==> src/rtl/dispctl_pkg.sv <==
package dispctl_pkg;

    localparam int NUM_REGS = 3;

    typedef enum logic [1:0] {
        REG_STATUS = 2'd0,
        REG_DATA   = 2'd1,
        REG_CTRL   = 2'd2
    } reg_idx_e;

    typedef struct packed {
        logic ctrl;
        logic data;
        logic status;
    } reg_sel_t;

    typedef struct packed {
        logic rd;
        logic wr;
    } bus_op_t;

endpackage

==> src/rtl/dispctl_decode.sv <==
module dispctl_decode
    import dispctl_pkg::*;
#(
    parameter int           ADDR_W    = 16,
    parameter logic [15:0]  STAT_ADDR = 16'hFE04,
    parameter logic [15:0]  DOUT_ADDR = 16'hFE06,
    parameter logic [15:0]  CTRL_ADDR = 16'hFFFE
) (
    input  logic              bus_valid,
    input  logic              bus_we,
    input  logic [ADDR_W-1:0] bus_addr,
    output reg_sel_t          sel,
    output bus_op_t           op
);

    localparam logic [ADDR_W-1:0] MAP [NUM_REGS] = '{
        STAT_ADDR[ADDR_W-1:0],
        DOUT_ADDR[ADDR_W-1:0],
        CTRL_ADDR[ADDR_W-1:0]
    };

    logic [NUM_REGS-1:0] match;

    for (genvar g = 0; g < NUM_REGS; g++) begin : g_cmp
        assign match[g] = bus_valid && (bus_addr == MAP[g]);
    end

    always_comb begin
        sel.status = match[REG_STATUS];
        sel.data   = match[REG_DATA];
        sel.ctrl   = match[REG_CTRL];
        op.wr      = bus_valid &&  bus_we;
        op.rd      = bus_valid && !bus_we;
    end

endmodule

==> src/rtl/dispctl_chan.sv <==
module dispctl_chan #(
    parameter int CHAR_W = 8
) (
    input  logic              clk,
    input  logic              rst_n,
    input  logic              wr_char,
    input  logic [CHAR_W-1:0] wr_byte,
    input  logic              chr_ready,
    output logic              chr_valid,
    output logic [CHAR_W-1:0] chr_data,
    output logic              idle
);

    typedef struct packed {
        logic              pending;
        logic [CHAR_W-1:0] chr;
    } chan_st_t;

    chan_st_t st_d, st_q;
    logic     accept, handoff;

    always_comb begin
        st_d    = st_q;
        handoff = st_q.pending && chr_ready;
        accept  = wr_char && !st_q.pending;
        if (handoff) begin
            st_d.pending = 1'b0;
        end
        if (accept) begin
            st_d.pending = 1'b1;
            st_d.chr     = wr_byte;
        end
    end

    always_ff @(posedge clk) begin
        if (!rst_n) begin
            st_q <= '0;
        end else begin
            st_q <= st_d;
        end
    end

    assign chr_valid = st_q.pending;
    assign chr_data  = st_q.chr;
    assign idle      = !st_q.pending;

endmodule

==> src/rtl/dispctl_runctl.sv <==
module dispctl_runctl (
    input  logic clk,
    input  logic rst_n,
    input  logic wr_ctrl,
    input  logic run_bit,
    output logic run
);

    typedef struct packed {
        logic run;
    } run_st_t;

    run_st_t st_d, st_q;

    always_comb begin
        st_d = st_q;
        if (wr_ctrl) begin
            st_d.run = run_bit;
        end
    end

    always_ff @(posedge clk) begin
        if (!rst_n) begin
            st_q.run <= 1'b1;
        end else begin
            st_q <= st_d;
        end
    end

    assign run = st_q.run;

endmodule

==> src/rtl/dispctl_rdmux.sv <==
module dispctl_rdmux
    import dispctl_pkg::*;
#(
    parameter int DATA_W    = 16,
    parameter int CHAR_W    = 8,
    parameter int READY_BIT = 15,
    parameter int RUN_BIT   = 15
) (
    input  reg_sel_t          sel,
    input  bus_op_t           op,
    input  logic              idle,
    input  logic [CHAR_W-1:0] last_chr,
    input  logic              run,
    output logic [DATA_W-1:0] rdata,
    output logic              hit
);

    always_comb begin
        rdata = '0;
        if (op.rd) begin
            if (sel.status) begin
                rdata[READY_BIT] = idle;
            end else if (sel.data) begin
                rdata[CHAR_W-1:0] = last_chr;
            end else if (sel.ctrl) begin
                rdata[RUN_BIT] = run;
            end
        end
        hit = sel.status || sel.data || sel.ctrl;
    end

endmodule

==> src/rtl/dispctl_top.sv <==
module dispctl_top
    import dispctl_pkg::*;
#(
    parameter int           ADDR_W    = 16,
    parameter int           DATA_W    = 16,
    parameter int           CHAR_W    = 8,
    parameter int           READY_BIT = 15,
    parameter int           RUN_BIT   = 15,
    parameter logic [15:0]  STAT_ADDR = 16'hFE04,
    parameter logic [15:0]  DOUT_ADDR = 16'hFE06,
    parameter logic [15:0]  CTRL_ADDR = 16'hFFFE
) (
    input  logic              clk,
    input  logic              rst_n,
    input  logic              bus_valid,
    input  logic              bus_we,
    input  logic [ADDR_W-1:0] bus_addr,
    input  logic [DATA_W-1:0] bus_wdata,
    output logic [DATA_W-1:0] bus_rdata,
    output logic              bus_hit,
    output logic              chr_valid,
    output logic [CHAR_W-1:0] chr_data,
    input  logic              chr_ready,
    output logic              run_en
);

    reg_sel_t sel;
    bus_op_t  op;
    logic     idle;
    logic     run;

    dispctl_decode #(
        .ADDR_W   (ADDR_W),
        .STAT_ADDR(STAT_ADDR),
        .DOUT_ADDR(DOUT_ADDR),
        .CTRL_ADDR(CTRL_ADDR)
    ) decode_i (
        .bus_valid(bus_valid),
        .bus_we   (bus_we),
        .bus_addr (bus_addr),
        .sel      (sel),
        .op       (op)
    );

    dispctl_chan #(
        .CHAR_W(CHAR_W)
    ) chan_i (
        .clk      (clk),
        .rst_n    (rst_n),
        .wr_char  (op.wr && sel.data),
        .wr_byte  (bus_wdata[CHAR_W-1:0]),
        .chr_ready(chr_ready),
        .chr_valid(chr_valid),
        .chr_data (chr_data),
        .idle     (idle)
    );

    dispctl_runctl runctl_i (
        .clk    (clk),
        .rst_n  (rst_n),
        .wr_ctrl(op.wr && sel.ctrl),
        .run_bit(bus_wdata[RUN_BIT]),
        .run    (run)
    );

    dispctl_rdmux #(
        .DATA_W   (DATA_W),
        .CHAR_W   (CHAR_W),
        .READY_BIT(READY_BIT),
        .RUN_BIT  (RUN_BIT)
    ) rdmux_i (
        .sel     (sel),
        .op      (op),
        .idle    (idle),
        .last_chr(chr_data),
        .run     (run),
        .rdata   (bus_rdata),
        .hit     (bus_hit)
    );

    assign run_en = run;

endmodule

==> config.mk <==
export PLATFORM = sky130hd
export DESIGN_NAME = dispctl_top
export DESIGN_NICKNAME = d
export VERILOG_FILES = /design/src/rtl/dispctl_pkg.sv /design/src/rtl/dispctl_decode.sv /design/src/rtl/dispctl_chan.sv /design/src/rtl/dispctl_runctl.sv /design/src/rtl/dispctl_rdmux.sv /design/src/rtl/dispctl_top.sv
export SDC_FILE = /design/constraint.sdc
export NUM_CORES = 1
export LEC_CHECK = 0
export CORE_UTILIZATION = 29
export CTS_CLUSTER_DIAMETER = 40
export CTS_CLUSTER_SIZE = 24
export DETAILED_ROUTE_END_ITERATION = 8
export PLACE_DENSITY = 0.88
export SYNTH_ARGS = -nofsm -noshare
export SYNTH_HDL_FRONTEND = slang
export SYNTH_SLANG_ARGS = --single-unit
==> constraint.sdc <==
create_clock -name clk -period 3.15 [get_ports clk]
set_clock_uncertainty 0.05 [all_clocks]
set_input_delay 0.63 -clock clk [delete_from_list [all_inputs] [get_ports clk]]
set_output_delay 0.63 -clock clk [all_outputs]
set_load 0.01 [all_outputs]
==> results.txt, run 1 <==
* Commonest cells in the synthesized netlist: nand3_1, dfxtp_1, a21oi_1, and2_1, o21ai_0
- Cell types occupying the most area after synthesis: dfxtp_1, nand3_1, buf_4
- Compared with the post-synthesis result, the final layout area differs by 92.0%.
* Area of the mapped netlist: 658 sq um
* Vias in the first global route: 817
* Fraction of layout instances using a drive strength above 1: 27.8%
* Hold path startpoint: chan_i.chr_data[4]$_SDFFE_PN0P_
* TritonCTS clock tree: done
* Clock-pin slew on the worst setup and hold paths: 0.07 ns
- The routed layout has 845 vias.
- Sequential area share after synthesis: 30.4%
- The placed instances occupy a cell area of 1230 sq um.
- Max H-tree Level: 1
- For the worst setup path, the data required time is 2.47 ns.
- In this run the critical register-to-register path is captured at chan_i.chr_data[6]$_SDFFE_PN0P_.
- STA classifies the critical path startpoint as an input port.
- Before antenna repair, the detailed router went through 4 iterations.
* Dpl hpwl: 1630 microns
- Most instantiated library cell after synthesis: nand3_1
- Entering global routing, the biggest net connects 10 pins.
- The average instance in the mapped netlist occupies 8.03 sq um.
- The number of hold violations in the final report is 0.
* Cell repeated most along the worst path: or4_4
* Worst hold endpoint: chan_i.chr_data[4]$_SDFFE_PN0P_
- Dividing the final minimum period by the clock period gives 99.9%.
* Drt first-iter violations: 11
- Final slew viol count: 0
- Synthesis inferred 10 register bits.
- Gpl congestion: 0.834
- In the routed layout, each cell is associated on average with a via count of 4.75.
- Master of the slowest instance on the critical path: or4_4
* Post-synth ARST share: 0%
- Counting the buffers created by CTS gives 3.
* Clock sink total: 10
- Wire length reported by the detailed router: 2000 microns
- Initial antenna violation count: 0
* Launch instance of the worst register-to-register path: chan_i.chr_valid$_SDFFE_PN0P_
- Hold Path Class: reg -> reg
* Synthesized instance count: 82
- I/O Pins: 64
* Number of fill cells in the layout: 186
- The floorplan step set the die height to 49.6 microns.
* Worst-skew pair later-pin latency: 0.26 ns
- Antenna cells: 0
- The worst hold path was traced through 2 stages.
- In this run the core area contains 16 standard-cell rows.
* Result of the run: finished clean
- The floorplan step defined a die boundary enclosing 2460 sq um.
* Synthesis Warnings: 0
- Counting distinct cell types in the post-synthesis netlist gives 29.
- Dividing total power by cell area gives a power density of 235 nW/um^2.
- Global-route wire length before repair: 3350 microns
- Number of cells traversed by the worst register-to-register path: 3
- Fin cells: 178
- The critical path starts at bus_addr[3].
* Antenna-violating nets left: 0
* Kind of end point of the critical path: output port
* Wire length per cell: 11.3 microns
- dfxtp_1 takes more of the synthesized area than any other cell.
- Walking the worst path, the cells encountered are buf_6 > or4_4 > or4_4 > or4_4 > a21oi_2 > buf_2.
- In this run, placement finished with an instance count of 168.
- Effective utilization at floorplan: 32.2%
* Sum of buffers and inverters on the critical path: 2
* Post-route design area: 1260 sq um
* Max Clk Rate: 318 MHz
* Remaining Overflow, GRT: 0
- Crit path max-delay family: simple AND/OR/NAND/NOR gates
- Delay of the slowest cell on the worst path: 0.52 ns
- Root buffer cell: clkbuf_4
- The die is 49.6 microns wide.
* Type of the worst setup path: in -> out
- Unrepaired setup endpoints after global routing: yes
* Total of buffers placed on input and output ports: 49
- Post-route total power: 297 uW
* Post-layout nets: 189
- Min cycle time layout: 3.15 ns
- In this run the static leakage power is 0.544 nW.
- The core region is 2040 sq um.
- EDFF count, synth: 0
* Worst supply voltage drop on vdd: 0.105 mV
* Drc violations: 0
- Number of failing setup endpoints in the final timing report: 0
* Global routing usage summed across all routing layers: 17.5%
- Post-synth top flop: dfxtp_1
* Register-to-register setup slack: 1.86 ns
- In this run the biggest area consumer among cell types represents 30.4% of the synthesized area.
- Highest net fanout along the worst path: 3
- Max-cap check violation count: 0
- At the worst endpoint, the arrival time is 2.47 ns.
- Longest Clk Path Bufs: 2
* Cts hold-fix bufs: 0
## power by group
group | internal [mW] | leakage (nW) | switching [mW] | total (mW)
Clock | 0.0701 | 0.0210 | 0.0453 | 0.115
Combinational | 0.0347 | 0.443 | 0.0209 | 0.0555
Sequential | 0.126 | 0.0805 | 0.000000233 | 0.126
Total | 0.231 | 0.544 | 0.0661 | 0.297
## worst max-delay path by stage
stage                     cells after the start             to  slack [ns]
after CTS                                     6  bus_rdata[15]      -0.001
after global placement                        6  bus_rdata[15]       -0.75
after floorplan                               4  bus_rdata[15]        0.21
after global routing                          6  bus_rdata[15]       -0.03
final                                         6  bus_rdata[15]       0.003
after detailed placement                      6  bus_rdata[15]       -0.78
## metrics by stage
step	utilization, %	setup slack, ns	hold slack [ns]	setup TNS [ns]
global route	61.9	-0.0318	0.468	-0.0318
global placement	60.5	-0.749	0.419	-6.41
floorplan	-	0.211	0.452	0
detailed placement	60.5	-0.780	0.430	-6.56
CTS	61.9	-0.00114	0.440	-0.00114
finish	61.9	0.00345	0.436	0
## cell families after synthesis
family	Yosys count	share of synthesized area (%)
AO/OA/AOI/OAI	20	16.9
buffers and inverters	11	11.4
flip-flops	10	30.4
other	1	0.570
AND/OR/NAND/NOR	40	40.7
## layer usage
metal | part of all wire [%] | track usage, % | vias to the layer above | wire length [microns]
li1 | - | - | 425 | -
met1 | 39 | 17.9 | 391 | 773
met2 | 55 | 34.0 | 29 | 1110
met3 | 6.1 | 4.32 | 0 | 122
met4 | 0 | 5.71 | 0 | 0
met5 | 0 | 0 | - | 0
## worst reg2reg max path: stages, from the launching register on
cell	delay (ns)
dfxtp_1	0.35
or3_1	0.50
o21ai_0	0.20
a21oi_1	0.08
## sequential cells by signal, indices dropped and copies added, names as in the netlist
name              cells
chan_i.chr_data       8
chan_i.chr_valid      1
runctl_i.run          1
## cell type report
cell class	count	area (sq um)	share of cell area (%)
clock buffer	4	36.3	2.87
multi-input combinational	67	410	32.5
tap	27	33.8	2.67
inverter	2	7.51	0.594
sequential	10	200	15.8
timing repair buffer	68	576	45.5
## timing repair
item,4_1_cts,5_1_grt
endpoints found under the setup margin,10,1
gates resized for setup,55,0
setup buffers,6,0
pin swaps,8,0
## cells in the final DEF (no fill, tap or decap), types with 2 or more instances in the layout
master	n
a21oi_1	9
and2_1	8
buf_2	8
buf_4	19
clkbuf_4	3
clkdlybuf4s50_1	24
conb_1	7
dfxtp_1	10
dlygate4sd2_1	15
nand2_1	3
nand3_1	10
nand4_1	2
o21ai_0	8
or4_1	2
or4_4	3
Note: power is estimated with default switching activity, not from simulation.
==> run 2, diff against run 1 <==
Settings changed: PLACE_DENSITY 0.88 to 0.84.
==> results.txt, run 2 (synthesis gave the netlist of run 1 again) <==
- Result of the run: finished, violations left (was finished clean)
- Violations in the final reports: setup timing
* Remaining Overflow, GRT: 0 (unchanged)
- Antenna-violating nets left: 0 (unchanged)
- Max-cap check violation count: 0 (unchanged)
- The die width came to 49.6 microns (unchanged).
- The final worst setup slack is -0.0109 ns (was 0.00345 ns).
- The initial antenna violation count was 0 (unchanged).
* Highest net fanout along the worst path: 4 (was 3)
- Global-route wire length before repair: 3480 microns (was 3350 microns)
- The post-synthesis to final-layout area growth came to 93.5% (was 92.0%).
- TritonCTS clock tree: done (unchanged)
- FF/Latch Area: 200 sq um (unchanged)
- The critical path capture point type is an output port (unchanged).
- Setup crit start kind: input port (unchanged)
- Unrepaired setup endpoints after global routing: yes (unchanged)
* I/O Pins: 64 (unchanged)
- Wire length per cell: 12.7 microns (was 11.3 microns)
- The most common cell after layout, fill and taps aside is clkdlybuf4s50_1 (unchanged).
* Total number of placement rows: 16 (unchanged)
* Fin util: 62.4% (was 61.9%)
- The internal power came to 236 uW (was 231 uW).
- The via count of the first global-routing pass is 817 (unchanged).
- Number of cells traversed by the worst register-to-register path: 3 (unchanged)
- The part of the power in the clock network was 38.0% (was 38.8%).
* Worst-skew pair later-pin latency: 0.26 ns (about the same)
- The detailed-route vias per instance is 4.84 (was 4.75).
* Number of fill cells in the layout: 211 (was 186)
* Worst supply voltage drop on vdd: 0.115 mV (was 0.105 mV)
- Type of the worst setup path: in -> out (unchanged)
- Final count of hold timing violations: 0 (unchanged)
- The starting density of the core came to 32.2% (unchanged).
* Fraction of layout instances using a drive strength above 1: 30.3% (was 27.8%)
- The register-to-register setup slack came to 1.85 ns (was 1.86 ns).
- The violation count after the first detailed-route iteration was 21 (was 11).
- Min cycle time layout: 3.16 ns (was 3.15 ns)
- Global routing usage summed across all routing layers: 19.0% (was 17.5%)
- The number of sinks on the clock net came to 10 (unchanged).
- The cell at the root of the clock tree is clkbuf_4 (unchanged).
- Post-layout nets: 190 (was 189)
* Drc violations: 0 (unchanged)
- The half-perimeter wire length of the detailed placement result was 1790 microns (was 1630 microns).
* Launch instance of the worst register-to-register path: chan_i.chr_valid$_SDFFE_PN0P_ (unchanged)
- The die span in y is 49.6 microns (unchanged).
- Launching element of the worst setup path: bus_addr[3] (unchanged)
- Hold Path Class: reg -> reg (unchanged)
- The number of buffers created by CTS is 3 (unchanged).
- The die outline area came to 2460 sq um (unchanged).
- The deepest level of the CTS H-tree is 1 (unchanged).
* Power density relative to cell area: 238 nW/um^2 (was 235 nW/um^2)
* Total net switching power: 66.7 uW (was 66.1 uW)
- Part of the total power dissipated in sequential elements: 41.7% (was 42.5%)
* Area taken by multi-input logic gates: 410 sq um (unchanged)
- The maximum root-to-sink buffer count came to 2 (unchanged).
- Reg2reg end: chan_i.chr_data[2]$_SDFFE_PN0P_ (was chan_i.chr_data[6]$_SDFFE_PN0P_)
* Max Clk Rate: 316 MHz (was 318 MHz)
* Required time at the endpoint of the critical path: 2.47 ns (about the same)
- The final setup violation count was 1 (was 0).
- The switching part of the total came to 22.0% (was 22.3%).
- The total leakage power is 0.534 nW (was 0.544 nW).
* Number of flip-flops in the largest register: 8 (unchanged)
* Clock-pin slew on the worst setup and hold paths: 0.07 ns (about the same)
* Critical Path AT: 2.48 ns (was 2.47 ns)
- Post-route design area: 1270 sq um (was 1260 sq um)
- The final weighted congestion in routability-driven placement is 0.725 (was 0.834).
- The post-detailed-placement cell area came to 1250 sq um (was 1230 sq um).
* Leading cell types in the layout, fill and taps excluded: clkdlybuf4s50_1, buf_4, nand3_1, dfxtp_1 (was clkdlybuf4s50_1, buf_4, dlygate4sd2_1)
- Placeable core region: 2040 sq um (unchanged)
- The number of antenna repair diodes is 0 (unchanged).
- The total via count in the routed design is 867 (was 845).
* Initial DRT Pass Iterations: 4 (unchanged)
- Final slew viol count: 0 (unchanged)
- The total length of routed wires was 2270 microns (was 2000 microns).
- Period utilisation layout: 100% (was 99.9%)
- The share of power burned in combinational logic is 20.2% (was 18.7%).
- Maximum number of pins on one net before global-route repair: 10 (unchanged)
* Cts hold-fix bufs: 0 (unchanged)
- Total of buffers placed on input and output ports: 49 (unchanged)
* Worst setup path endpoint: bus_rdata[15] (unchanged)
-- run 2: cell types whose count changed in the layout (fill, tap and decap cells not counted), sizes merged --
cell / change
buf: +3
clkdlybuf4s50: +7
dlygate4sd2: -9
clkbuf: +1
clkdlybuf4s15: -1
-- run 2: how the worst min path moves through the flow --
stage                                          from                         endpoint  slack [ns]  cells after the start
floorplan           chan_i.chr_data[0]$_SDFFE_PN0P_  chan_i.chr_data[0]$_SDFFE_PN0P_        0.45                      2
global placement    chan_i.chr_data[0]$_SDFFE_PN0P_  chan_i.chr_data[0]$_SDFFE_PN0P_        0.42                      2
detailed placement  chan_i.chr_data[0]$_SDFFE_PN0P_  chan_i.chr_data[0]$_SDFFE_PN0P_        0.43                      2
CTS                 chan_i.chr_data[0]$_SDFFE_PN0P_  chan_i.chr_data[0]$_SDFFE_PN0P_        0.44                      2
global route        chan_i.chr_data[0]$_SDFFE_PN0P_  chan_i.chr_data[0]$_SDFFE_PN0P_        0.45                      2
finish              chan_i.chr_data[0]$_SDFFE_PN0P_  chan_i.chr_data[0]$_SDFFE_PN0P_        0.44                      2
-- run 2: layer usage --
metal / routed length [microns] / part of all wire [%] / track usage (%) / vias to the layer above
li1: - / - / - / 429
met1: 809 / 36 / 17.8 / 379
met2: 1190 / 53 / 36.5 / 53
met3: 204 / 9.0 / 4.63 / 6
met4: 60 / 2.6 / 11.0 / 0
met5: 0 / 0 / 0 / -
-- run 2: area by class of cell --
type | instances | share of cell area, %
Multi-Input combinational cell | 67 | 32.2
Clock buffer | 4 | 2.85
Tap cell | 27 | 2.65
Sequential cell | 10 | 15.7
Inverter | 2 | 0.589
Timing Repair Buffer | 69 | 46.0
-- run 2: timing repair --
item | CTS | global route
gates resized for setup | 53 | 3
gates cloned | 0 | 0
pin swaps | 6 | 2
setup buffers | 6 | 0
setup endpoints to repair | 10 | 7
endpoints found under the hold margin | 0 | 0
-- run 2: worst max-delay path, stage by stage --
cell and delay, ns:
buf_6 0.09, or4_4 0.52, or4_4 0.54, or4_4 0.44, a21oi_2 0.12, buf_2 0.13
-- run 2: power groups by stage --
stage               clock, mW  combinational, mW  sequential [mW]
floorplan                   0             0.0196            0.129
global placement            0             0.0602            0.129
detailed placement          0             0.0616            0.129
CTS                     0.118             0.0607            0.126
global route            0.126             0.0657            0.126
finish                  0.115             0.0613            0.126
-- run 2: through the flow --
stage,std cells,setup WS [ns],setup TNS (ns),total power [mW],hold WS (ns)
after floorplan,88,0.211,0,0.149,0.452
after global placement,170,-0.762,-6.50,0.189,0.420
after detailed placement,170,-0.814,-7.09,0.191,0.430
after CTS,180,-0.138,-0.138,0.305,0.439
after global routing,179,-0.0324,-0.0324,0.318,0.455
final,179,-0.0109,-0.0109,0.303,0.445
